## src/rtl/tx_fc_pkg.sv

```systemverilog
package tx_fc_pkg;
  typedef enum logic [1:0] {
    ST_IDLE = 2'd0,
    ST_DATA = 2'd1,
    ST_CTRL = 2'd2
  } tx_state_e;
endpackage

```

## src/rtl/tx_fc_rx_pause.sv

```systemverilog
module tx_fc_rx_pause #(
  parameter int QUANTA_W    = 16,
  parameter int SLOT_CYCLES = 8
) (
  input  logic                clk_i,
  input  logic                rst_ni,
  input  logic                load_en_i,
  input  logic                load_i,
  input  logic [QUANTA_W-1:0] quanta_i,
  output logic                paused_o
);
  localparam int SW = (SLOT_CYCLES > 1) ? $clog2(SLOT_CYCLES) : 1;
  localparam logic [SW-1:0] SLOT_LAST = SW'(SLOT_CYCLES - 1);

  logic [QUANTA_W-1:0] q_cnt;
  logic [SW-1:0]       s_cnt;

  always_ff @(posedge clk_i or negedge rst_ni) begin
    if (!rst_ni) begin
      q_cnt <= '0;
      s_cnt <= '0;
    end else if (load_i && load_en_i) begin
      q_cnt <= quanta_i;
      s_cnt <= SLOT_LAST;
    end else if (q_cnt != '0) begin
      if (s_cnt == '0) begin
        s_cnt <= SLOT_LAST;
        q_cnt <= q_cnt - 1'b1;
      end else begin
        s_cnt <= s_cnt - 1'b1;
      end
    end
  end

  assign paused_o = (q_cnt != '0);
endmodule

```

## src/rtl/tx_fc_heartbeat.sv

```systemverilog
module tx_fc_heartbeat #(
  parameter int HB_WINDOW = 4
) (
  input  logic clk_i,
  input  logic rst_ni,
  input  logic enable_i,
  input  logic clear_i,
  input  logic frame_end_i,
  input  logic col_i,
  output logic err_o
);
  localparam int HW = $clog2(HB_WINDOW + 1);

  logic [HW-1:0] win_cnt;
  logic          seen_q;

  always_ff @(posedge clk_i or negedge rst_ni) begin
    if (!rst_ni) begin
      win_cnt <= '0;
      seen_q  <= 1'b0;
      err_o   <= 1'b0;
    end else begin
      if (clear_i) err_o <= 1'b0;
      if (frame_end_i && enable_i) begin
        win_cnt <= HW'(HB_WINDOW);
        seen_q  <= 1'b0;
      end else if (win_cnt != '0) begin
        win_cnt <= win_cnt - 1'b1;
        if (col_i) seen_q <= 1'b1;
        // last window cycle without any collision seen
        if (win_cnt == HW'(1) && !seen_q && !col_i && !clear_i) err_o <= 1'b1;
      end
    end
  end
endmodule

```

## src/rtl/tx_fc_sched.sv

```systemverilog
module tx_fc_sched
  import tx_fc_pkg::*;
(
  input  logic clk_i,
  input  logic rst_ni,
  input  logic mac_en_i,
  input  logic fdx_i,
  input  logic gstop_req_i,
  input  logic pause_set_i,
  input  logic data_pend_i,
  input  logic crs_i,
  input  logic col_i,
  input  logic rx_paused_i,
  input  logic tx_done_i,
  input  logic tx_abort_i,
  output logic tx_start_o,
  output logic tx_ctrl_o,
  output logic pause_req_o,
  output logic gstop_ack_o
);
  tx_state_e state_q, state_d;
  logic pause_req_q, acked_q;
  logic idle, carrier_ok, can_go, go_ctrl, go_data, halt, stop_now, frame_end;

  assign idle       = (state_q == ST_IDLE);
  assign carrier_ok = fdx_i | (~crs_i & ~col_i);
  assign can_go     = mac_en_i & idle & carrier_ok;
  assign go_ctrl    = can_go & pause_req_q;
  assign go_data    = can_go & ~pause_req_q & ~gstop_req_i & ~rx_paused_i & data_pend_i;
  assign halt       = gstop_req_i | pause_req_q;
  assign stop_now   = halt & idle & ~acked_q;
  assign frame_end  = tx_done_i | tx_abort_i;

  always_comb begin
    state_d = state_q;
    unique case (state_q)
      ST_IDLE: begin
        if (go_ctrl)      state_d = ST_CTRL;
        else if (go_data) state_d = ST_DATA;
      end
      ST_DATA, ST_CTRL: if (frame_end) state_d = ST_IDLE;
      default: state_d = ST_IDLE;
    endcase
  end

  always_ff @(posedge clk_i or negedge rst_ni) begin
    if (!rst_ni) begin
      state_q     <= ST_IDLE;
      pause_req_q <= 1'b0;
      acked_q     <= 1'b0;
      gstop_ack_o <= 1'b0;
      tx_start_o  <= 1'b0;
      tx_ctrl_o   <= 1'b0;
    end else begin
      state_q     <= state_d;
      gstop_ack_o <= stop_now;
      acked_q     <= halt & (acked_q | stop_now);
      tx_start_o  <= go_ctrl | go_data;
      if (go_ctrl)      tx_ctrl_o <= 1'b1;
      else if (go_data) tx_ctrl_o <= 1'b0;
      // a new request wins over completion of the previous control frame
      if (pause_set_i)                               pause_req_q <= 1'b1;
      else if (state_q == ST_CTRL && tx_done_i)      pause_req_q <= 1'b0;
    end
  end

  assign pause_req_o = pause_req_q;
endmodule

```

## src/rtl/tx_flow_sched.sv

```systemverilog
module tx_flow_sched #(
  parameter int QUANTA_W    = 16,
  parameter int SLOT_CYCLES = 8,
  parameter int HB_WINDOW   = 4
) (
  input  logic                clk_i,
  input  logic                rst_ni,
  input  logic                mac_en_i,
  input  logic                fdx_en_i,
  input  logic                hb_en_i,
  input  logic                gstop_req_i,
  input  logic                pause_req_set_i,
  input  logic                data_pend_i,
  input  logic                crs_i,
  input  logic                col_i,
  input  logic                rx_pause_vld_i,
  input  logic [QUANTA_W-1:0] rx_pause_quanta_i,
  input  logic                tx_done_i,
  input  logic                tx_abort_i,
  output logic                tx_start_o,
  output logic                tx_ctrl_o,
  output logic                pause_req_o,
  output logic                gstop_ack_o,
  output logic                rx_paused_o,
  output logic                hb_err_o
);
  logic fdx_q, hb_en_q;

  // mode bits follow software only while the MAC is off
  always_ff @(posedge clk_i or negedge rst_ni) begin
    if (!rst_ni) begin
      fdx_q   <= 1'b0;
      hb_en_q <= 1'b0;
    end else if (!mac_en_i) begin
      fdx_q   <= fdx_en_i;
      hb_en_q <= hb_en_i;
    end
  end

  tx_fc_rx_pause #(
    .QUANTA_W   (QUANTA_W),
    .SLOT_CYCLES(SLOT_CYCLES)
  ) u_rx_pause (
    .clk_i    (clk_i),
    .rst_ni   (rst_ni),
    .load_en_i(fdx_q),
    .load_i   (rx_pause_vld_i),
    .quanta_i (rx_pause_quanta_i),
    .paused_o (rx_paused_o)
  );

  tx_fc_sched u_sched (
    .clk_i      (clk_i),
    .rst_ni     (rst_ni),
    .mac_en_i   (mac_en_i),
    .fdx_i      (fdx_q),
    .gstop_req_i(gstop_req_i),
    .pause_set_i(pause_req_set_i),
    .data_pend_i(data_pend_i),
    .crs_i      (crs_i),
    .col_i      (col_i),
    .rx_paused_i(rx_paused_o),
    .tx_done_i  (tx_done_i),
    .tx_abort_i (tx_abort_i),
    .tx_start_o (tx_start_o),
    .tx_ctrl_o  (tx_ctrl_o),
    .pause_req_o(pause_req_o),
    .gstop_ack_o(gstop_ack_o)
  );

  tx_fc_heartbeat #(
    .HB_WINDOW(HB_WINDOW)
  ) u_hb (
    .clk_i      (clk_i),
    .rst_ni     (rst_ni),
    .enable_i   (hb_en_q),
    .clear_i    (~mac_en_i),
    .frame_end_i(tx_done_i),
    .col_i      (col_i),
    .err_o      (hb_err_o)
  );
endmodule

```

## config.mk

```make
export PLATFORM = sky130hd
export DESIGN_NAME = tx_flow_sched
export DESIGN_NICKNAME = d
export VERILOG_FILES = /design/src/rtl/tx_fc_pkg.sv /design/src/rtl/tx_fc_rx_pause.sv /design/src/rtl/tx_fc_heartbeat.sv /design/src/rtl/tx_fc_sched.sv /design/src/rtl/tx_flow_sched.sv
export SDC_FILE = /design/constraint.sdc
export NUM_CORES = 1
export LEC_CHECK = 0
export CORE_ASPECT_RATIO = 0.75
export CORE_MARGIN = 2
export CORE_UTILIZATION = 47
export DETAILED_ROUTE_END_ITERATION = 10
export GPL_TIMING_DRIVEN = 0
export PLACE_DENSITY = 0.73
export SLEW_MARGIN = 20
export SYNTH_ARGS = -nofsm -noshare
export SYNTH_HDL_FRONTEND = slang
export SYNTH_SLANG_ARGS = --single-unit
```

## constraint.sdc

```tcl
create_clock -name clk_i -period 1.9 [get_ports clk_i]
set_input_delay 0.38 -clock clk_i [delete_from_list [all_inputs] [get_ports clk_i]]
set_output_delay 0.38 -clock clk_i [all_outputs]
set_load 0.05 [all_outputs]
```

Yosys cells after proc, flatten, opt, wreduce, memory -nomap -nowiden

Cells that the tools add are included.

$add $sub $neg: 3
$mul: 0
Div/mod/pow operators: 0
Order comparisons: 0
Equal/unequal tests: 5
Shifts and indexed selects: 0
Mux-type cells: 23
Bitwise operators: 22
Reductions and logical operators: 22

Operator list:

| operator                | number |
|---|---|
| $mux W16                | 3 |
| $reduce_bool A16 Y1     | 1 |
| $sub A16 B1 Y16 const B | 1 |
| $mux W3                 | 5 |
| $reduce_bool A2 Y1      | 6 |
| $and A1 B1 Y1           | 11 |
| $mux W1                 | 11 |
| $logic_and A1 B1 Y1     | 6 |
| $mux W2                 | 3 |
| $not A1 Y1              | 6 |
| $reduce_and A2 Y1       | 3 |
| $sub A3 B1 Y3 const B   | 2 |
| $or A1 B1 Y1            | 5 |
| $pmux W2 S2             | 1 |
| $eq A3 B1 Y1 const B    | 1 |
| $logic_not A3 Y1        | 1 |
| $ne A3 B3 Y1 const B    | 1 |
| $reduce_bool A3 Y1      | 1 |
| $eq A2 B1 Y1 const B    | 1 |
| $eq A2 B2 Y1 const B    | 1 |
| $logic_not A1 Y1        | 2 |
| $logic_not A2 Y1        | 1 |
| $ne A2 B1 Y1 const B    | 1 |
| $reduce_or A2 Y1        | 1 |

Register bits after elaboration: 33
Bits in latches: 0
Memory bits (writable): 0
Memory bits (read-only): 0
Bits of input ports: 29
Word-level logic and storage cells: 88
Memories: 0

Logic depth before layout (Yosys ltp)

Gate-level depths: netlist (run 1).

Word-level depth: 11
Mapped depth: 8

Modules after synthesis

Synthesis (run 1) repeated with hierarchy kept, for this count alone.

Cells, all modules: 201
Area total of the unflattened synthesis: 1904.3 um^2

Modules (own cells, without submodules):

| module          | instances | cells an instance | area an instance (um^2) |
|---|---|---|---|
| tx_fc_rx_pause  | 1         | 138               | 1181.1 |
| tx_fc_sched     | 1         | 33                | 379.1 |
| tx_fc_heartbeat | 1         | 25                | 267.8 |
| tx_flow_sched   | 1         | 5                 | 76.3 |

Worst setup path after synthesis (run 1)

OpenSTA, ideal clock, no wires.

Kind: register -> register
Start point: reg u_rx_pause.s_cnt[0]
End point: reg u_rx_pause.q_cnt[14]
Setup time: 82 ps
Data arrival time: 1836 ps
Slack: -18 ps
Cell stages (with the launch flop): 9
Path buffers: 1
Period minus slack after synthesis: 1918 ps
Cell sequence: dfrtp_1 > inv_1 > ha_1 > ha_1 > buf_4 > nor3b_2 > nand2_1 > or4_1 > a31oi_1

Longest elaborated chain between the ends: 3

Ends and longest elaborated chain:

| item                         | RTL line             | source |
|---|---|---|
| start: declaration           | tx_fc_rx_pause.sv:16 | `logic [SW-1:0] s_cnt;` |
| start signal: assignment     | tx_fc_rx_pause.sv:30 | `s_cnt <= s_cnt - 1'b1;` |
| $logic_not A3 Y1             | tx_fc_rx_pause.sv:26 | `if (s_cnt == '0) begin` |
| $reduce_bool A2 Y1 (no line) | -                    |  |
| $reduce_and A2 Y1 (no line)  | -                    |  |
| end signal: assignment       | tx_fc_rx_pause.sv:23 | `q_cnt <= quanta_i;` |
| end signal: assignment       | tx_fc_rx_pause.sv:28 | `q_cnt <= q_cnt - 1'b1;` |
| end: declaration             | tx_fc_rx_pause.sv:15 | `logic [QUANTA_W-1:0] q_cnt;` |

No other way between the ends.
A chain may end at the register's enable or synchronous reset.

Worst setup path after layout (run 1)

Start point: reg u_rx_pause.q_cnt[3]
End point: out rx_paused_o

Longest elaborated chain between the ends: 1

Ends and longest elaborated chain:

| item                | RTL line             | source |
|---|---|---|
| $reduce_bool A16 Y1 | tx_fc_rx_pause.sv:35 | `assign paused_o = (q_cnt != '0);` |
| end: declaration    | tx_flow_sched.sv:24  | `output logic rx_paused_o,` |

No other way between the ends.

==> out/results.ini, run 1 <==
[yosys]
synth_area_leaders=dfrtp_1 (43%), ha_1 (5.9%), nor2_1 (4.3%), o21ai_0 (3.4%), nand2_1 (3.2%)
synth-async-reset-ratio_pct=100.0
synth_fp_nets=242
synth_enable_flop_cells=0
syn_area_mm2=0.001899
syn_inst=204
synth.distinct_cells=50
synth_top_area_cell=dfrtp_1
ys.flop_type=dfrtp_1
ys.warnings.count=0
ys_ff_latch=33
syn_area_per_cell_um2=9.310
synth_top_cell_area_share_pct=43.48
ys_seq_area_share_pct=43.48

[drt]
drc=0
ant_nets=0
routed_via_density=5.764
wl_per_cell_um=15.79
drtIter0Drc=219
first_pass_iters=4
num_vias=1856
wl_um=5083

[clock_tree]
cts_sinks=33
htree_num_levels=2
path_clk_slew_ns=0.07
cts_buffer_depth=2
clock_latency_ns=0.29
cts_buffers=5
tritoncts=built
root_buffer=clkbuf_8

[grt]
grt_pass1_vias=1764
grt_use_total_pct=23.69
grt_max_degree=27
antenna_found_initial=0
grt_pass1_wl_um=8383
grt_overflow_total=0

[timing]
fin_crit_ns=2.018
worst_pin_slew_ns=0.5783
finalCritPeriodShare_pct=106.2
relSlewSlack_pct=61.45
skew_ns=0.006278
final.setup.tns_ns=-0.2608
timing_hold_violations_final=0
maxSlewViolCount=0
finalSetupViolations=5
fmax_mhz=495.5
worst_slack_ns=-0.1180
rsz0062_at_grt=true
hold_slack_ns=0.4446

[place]
detailed_place.area_mm2=0.002326
gp_congestion=0.8173
dp_hpwl_um=3196
io_buffers=34

[worst_setup_path]
end_kind=output port
path_cells=nor4b_4 -> and4_1 -> buf_6 -> inv_8 -> buf_8
critical_path.top_delay_family=simple AND/OR/NAND/NOR gates
worst-path-buf-inv=3
rrSetupSlack_ns=-0.07
cp.arrival_ns=1.64
worst_path_max_delay_cell=dfrtp_1
path_class=register to output port
cp.required_ns=1.52
start_kind=register
path_max_fanout=7
max_stage_delay_ns=0.49

[final_layout]
layout-drive-gt1-share_pct=25.19
final_nets=307
fin_area_mm2=0.002789
fillers=290
diodes=0
area_delta_synth_final_pct=46.84

[power]
leakage_nw=1.100
ir_worst_vdd_mv=0.7334
p_per_area_mw_per_mm2=982.7

[outcome]
violations=negative setup slack
status=complete, but fails checks

[floorplan]
fp.dieH_um=59.05
start_util_pct=50.57
io-pin-count=35
dieWidth_um=77.41
core-area_mm2=0.003756
die-area_mm2=0.004571
rows=19

[hold_path]
hold_path_class=register to register

[run]
cap_violations=0

[worst paths after layout]
check / from / endpoint / cells past startpoint
setup / recovery: u_rx_pause.q_cnt[3] / rx_paused_o / 5
hold / removal: u_sched.acked_q / u_sched.gstop_ack_o / 1
setup reg to reg: u_rx_pause.q_cnt[1] / u_rx_pause.q_cnt[6] / 8
hold reg to reg: u_sched.acked_q / u_sched.gstop_ack_o / 1
max in group asynchronous: rst_ni / u_rx_pause.q_cnt[5] / 3
min in group asynchronous: rst_ni / hb_en_q / 2
[synth_stat cells (2+ instances only)]
cell type  count
a21oi_1        9
a31oi_1        8
and2_0         2
and2_1         3
clkbuf_1       4
dfrtp_1       33
ha_1           9
inv_1         11
mux2_2         2
nand2_1       16
nand2b_1       3
nand3_1        5
nand4_1        6
nor2_1        22
nor3_1         5
nor3b_1        3
nor4_1         4
o21a_1         2
o21ai_0       13
o311ai_0       2
o31a_1         2
o31ai_1        4
or3_1          4
or4_1          5
xnor2_1        2
[what timing repair did]
| item | in CTS | in global routing |
|---|---|---|
| gates resized for setup | 34 | 18 |
| hold buffers | 1 | 0 |
| setup buffers | 16 | 8 |
| setup endpoints to repair | 11 | 14 |
| pin swaps | 11 | 14 |
| hold endpoints to repair | 7 | 0 |
| cloned | 0 | 0 |
[metal layers]
layer	share of wire [%]	wire, µm	vias up	GRT usage (%)
li1	-	-	882	-
met4	1.6	80	0	8.673
met3	6.3	318	12	3.963
met1	47	2398	886	33.96
met5	0	0	-	0
met2	45	2286	76	36.77
[flip-flops by register name (all words and copies together), names as in the netlist]
| signal | flops |
|---|---|
| fdx_q | 1 |
| hb_en_q | 1 |
| u_hb.err_o | 1 |
| u_hb.seen_q | 1 |
| u_hb.win_cnt | 3 |
| u_rx_pause.q_cnt | 16 |
| u_rx_pause.s_cnt | 3 |
| u_sched.acked_q | 1 |
| u_sched.gstop_ack_o | 1 |
| u_sched.pause_req_o | 1 |
| u_sched.state_q | 2 |
| u_sched.tx_ctrl_o | 1 |
| u_sched.tx_start_o | 1 |
[placed cells by master, fill, tap and decap left out, types with 4 or more instances in the layout]
cell	instances
buf_4	22
inv_2	4
clkbuf_1	4
inv_1	7
a21oi_1	7
dfrtp_1	31
or3_1	4
nand4_1	6
ha_1	6
nor2_1	22
o21ai_0	10
clkdlybuf4s50_1	31
nand3_1	5
a31oi_1	7
clkbuf_8	6
nand2_1	15
[through the flow]
step | utilization [%] | instances | setup slack (ns) | total power [mW]
finish | 74.25 | 322 | -0.1180 | 2.741
global route | 74.25 | 322 | -0.1771 | 2.916
CTS | 71.15 | 316 | -0.09188 | 2.641
detailed placement | 61.93 | 291 | -0.6407 | 1.790
global placement | 61.53 | 290 | -0.6320 | 1.766
floorplan | - | 204 | -0.002105 | 1.543
[logic make-up after synthesis]
kind of cell    share of synthesized area [%]
simple gates                            26.15
compound gates                          18.18
flops                                   43.48
buf+inv                                 4.150
fa+ha+maj                               5.929
xor+xnor                               0.9224
mux                                     1.186
[report_power, final]
part	total [mW]	internal, mW	leakage (nW)	switching [mW]
clock network	0.687	0.427	0.0585	0.260
logic	0.979	0.499	0.667	0.480
registers	1.07	0.872	0.375	0.203
total	2.74	1.80	1.10	0.943
[final cells by class]
type                       instances  area [µm²]  area share, %
clock inverter                     1       30.03          1.077
sequential                        33       828.3          29.70
tap                               52       65.06          2.333
inverter                          12       52.55          1.884
buffer                             4       22.52         0.8075
multi-input combinational        153        1147          41.14
timing repair buffer              60       556.8          19.96
clock buffer                       7       86.33          3.096
No activity file was read; power rests on OpenSTA's default activity.
==> run 2, diff against run 1 <==
--- a/config.mk
+++ b/config.mk
@@ -8,6 +8,7 @@
 export CORE_ASPECT_RATIO = 0.75
 export CORE_MARGIN = 2
 export CORE_UTILIZATION = 47
+export CTS_CLUSTER_SIZE = 16
 export DETAILED_ROUTE_END_ITERATION = 10
 export GPL_TIMING_DRIVEN = 0
 export PLACE_DENSITY = 0.73
==> results of run 2 <==
Same layout as run 1: the final DEF is identical, and so are final timing and power.
==> run 3, diff against run 2 <==
--- a/config.mk
+++ b/config.mk
@@ -11,6 +11,7 @@
 export CTS_CLUSTER_SIZE = 16
 export DETAILED_ROUTE_END_ITERATION = 10
 export GPL_TIMING_DRIVEN = 0
+export HOLD_SLACK_MARGIN = 0.1
 export PLACE_DENSITY = 0.73
 export SLEW_MARGIN = 20
 export SYNTH_ARGS = -nofsm -noshare
==> results of run 3 <==
Same layout as run 1: the final DEF is identical, and so are final timing and power.
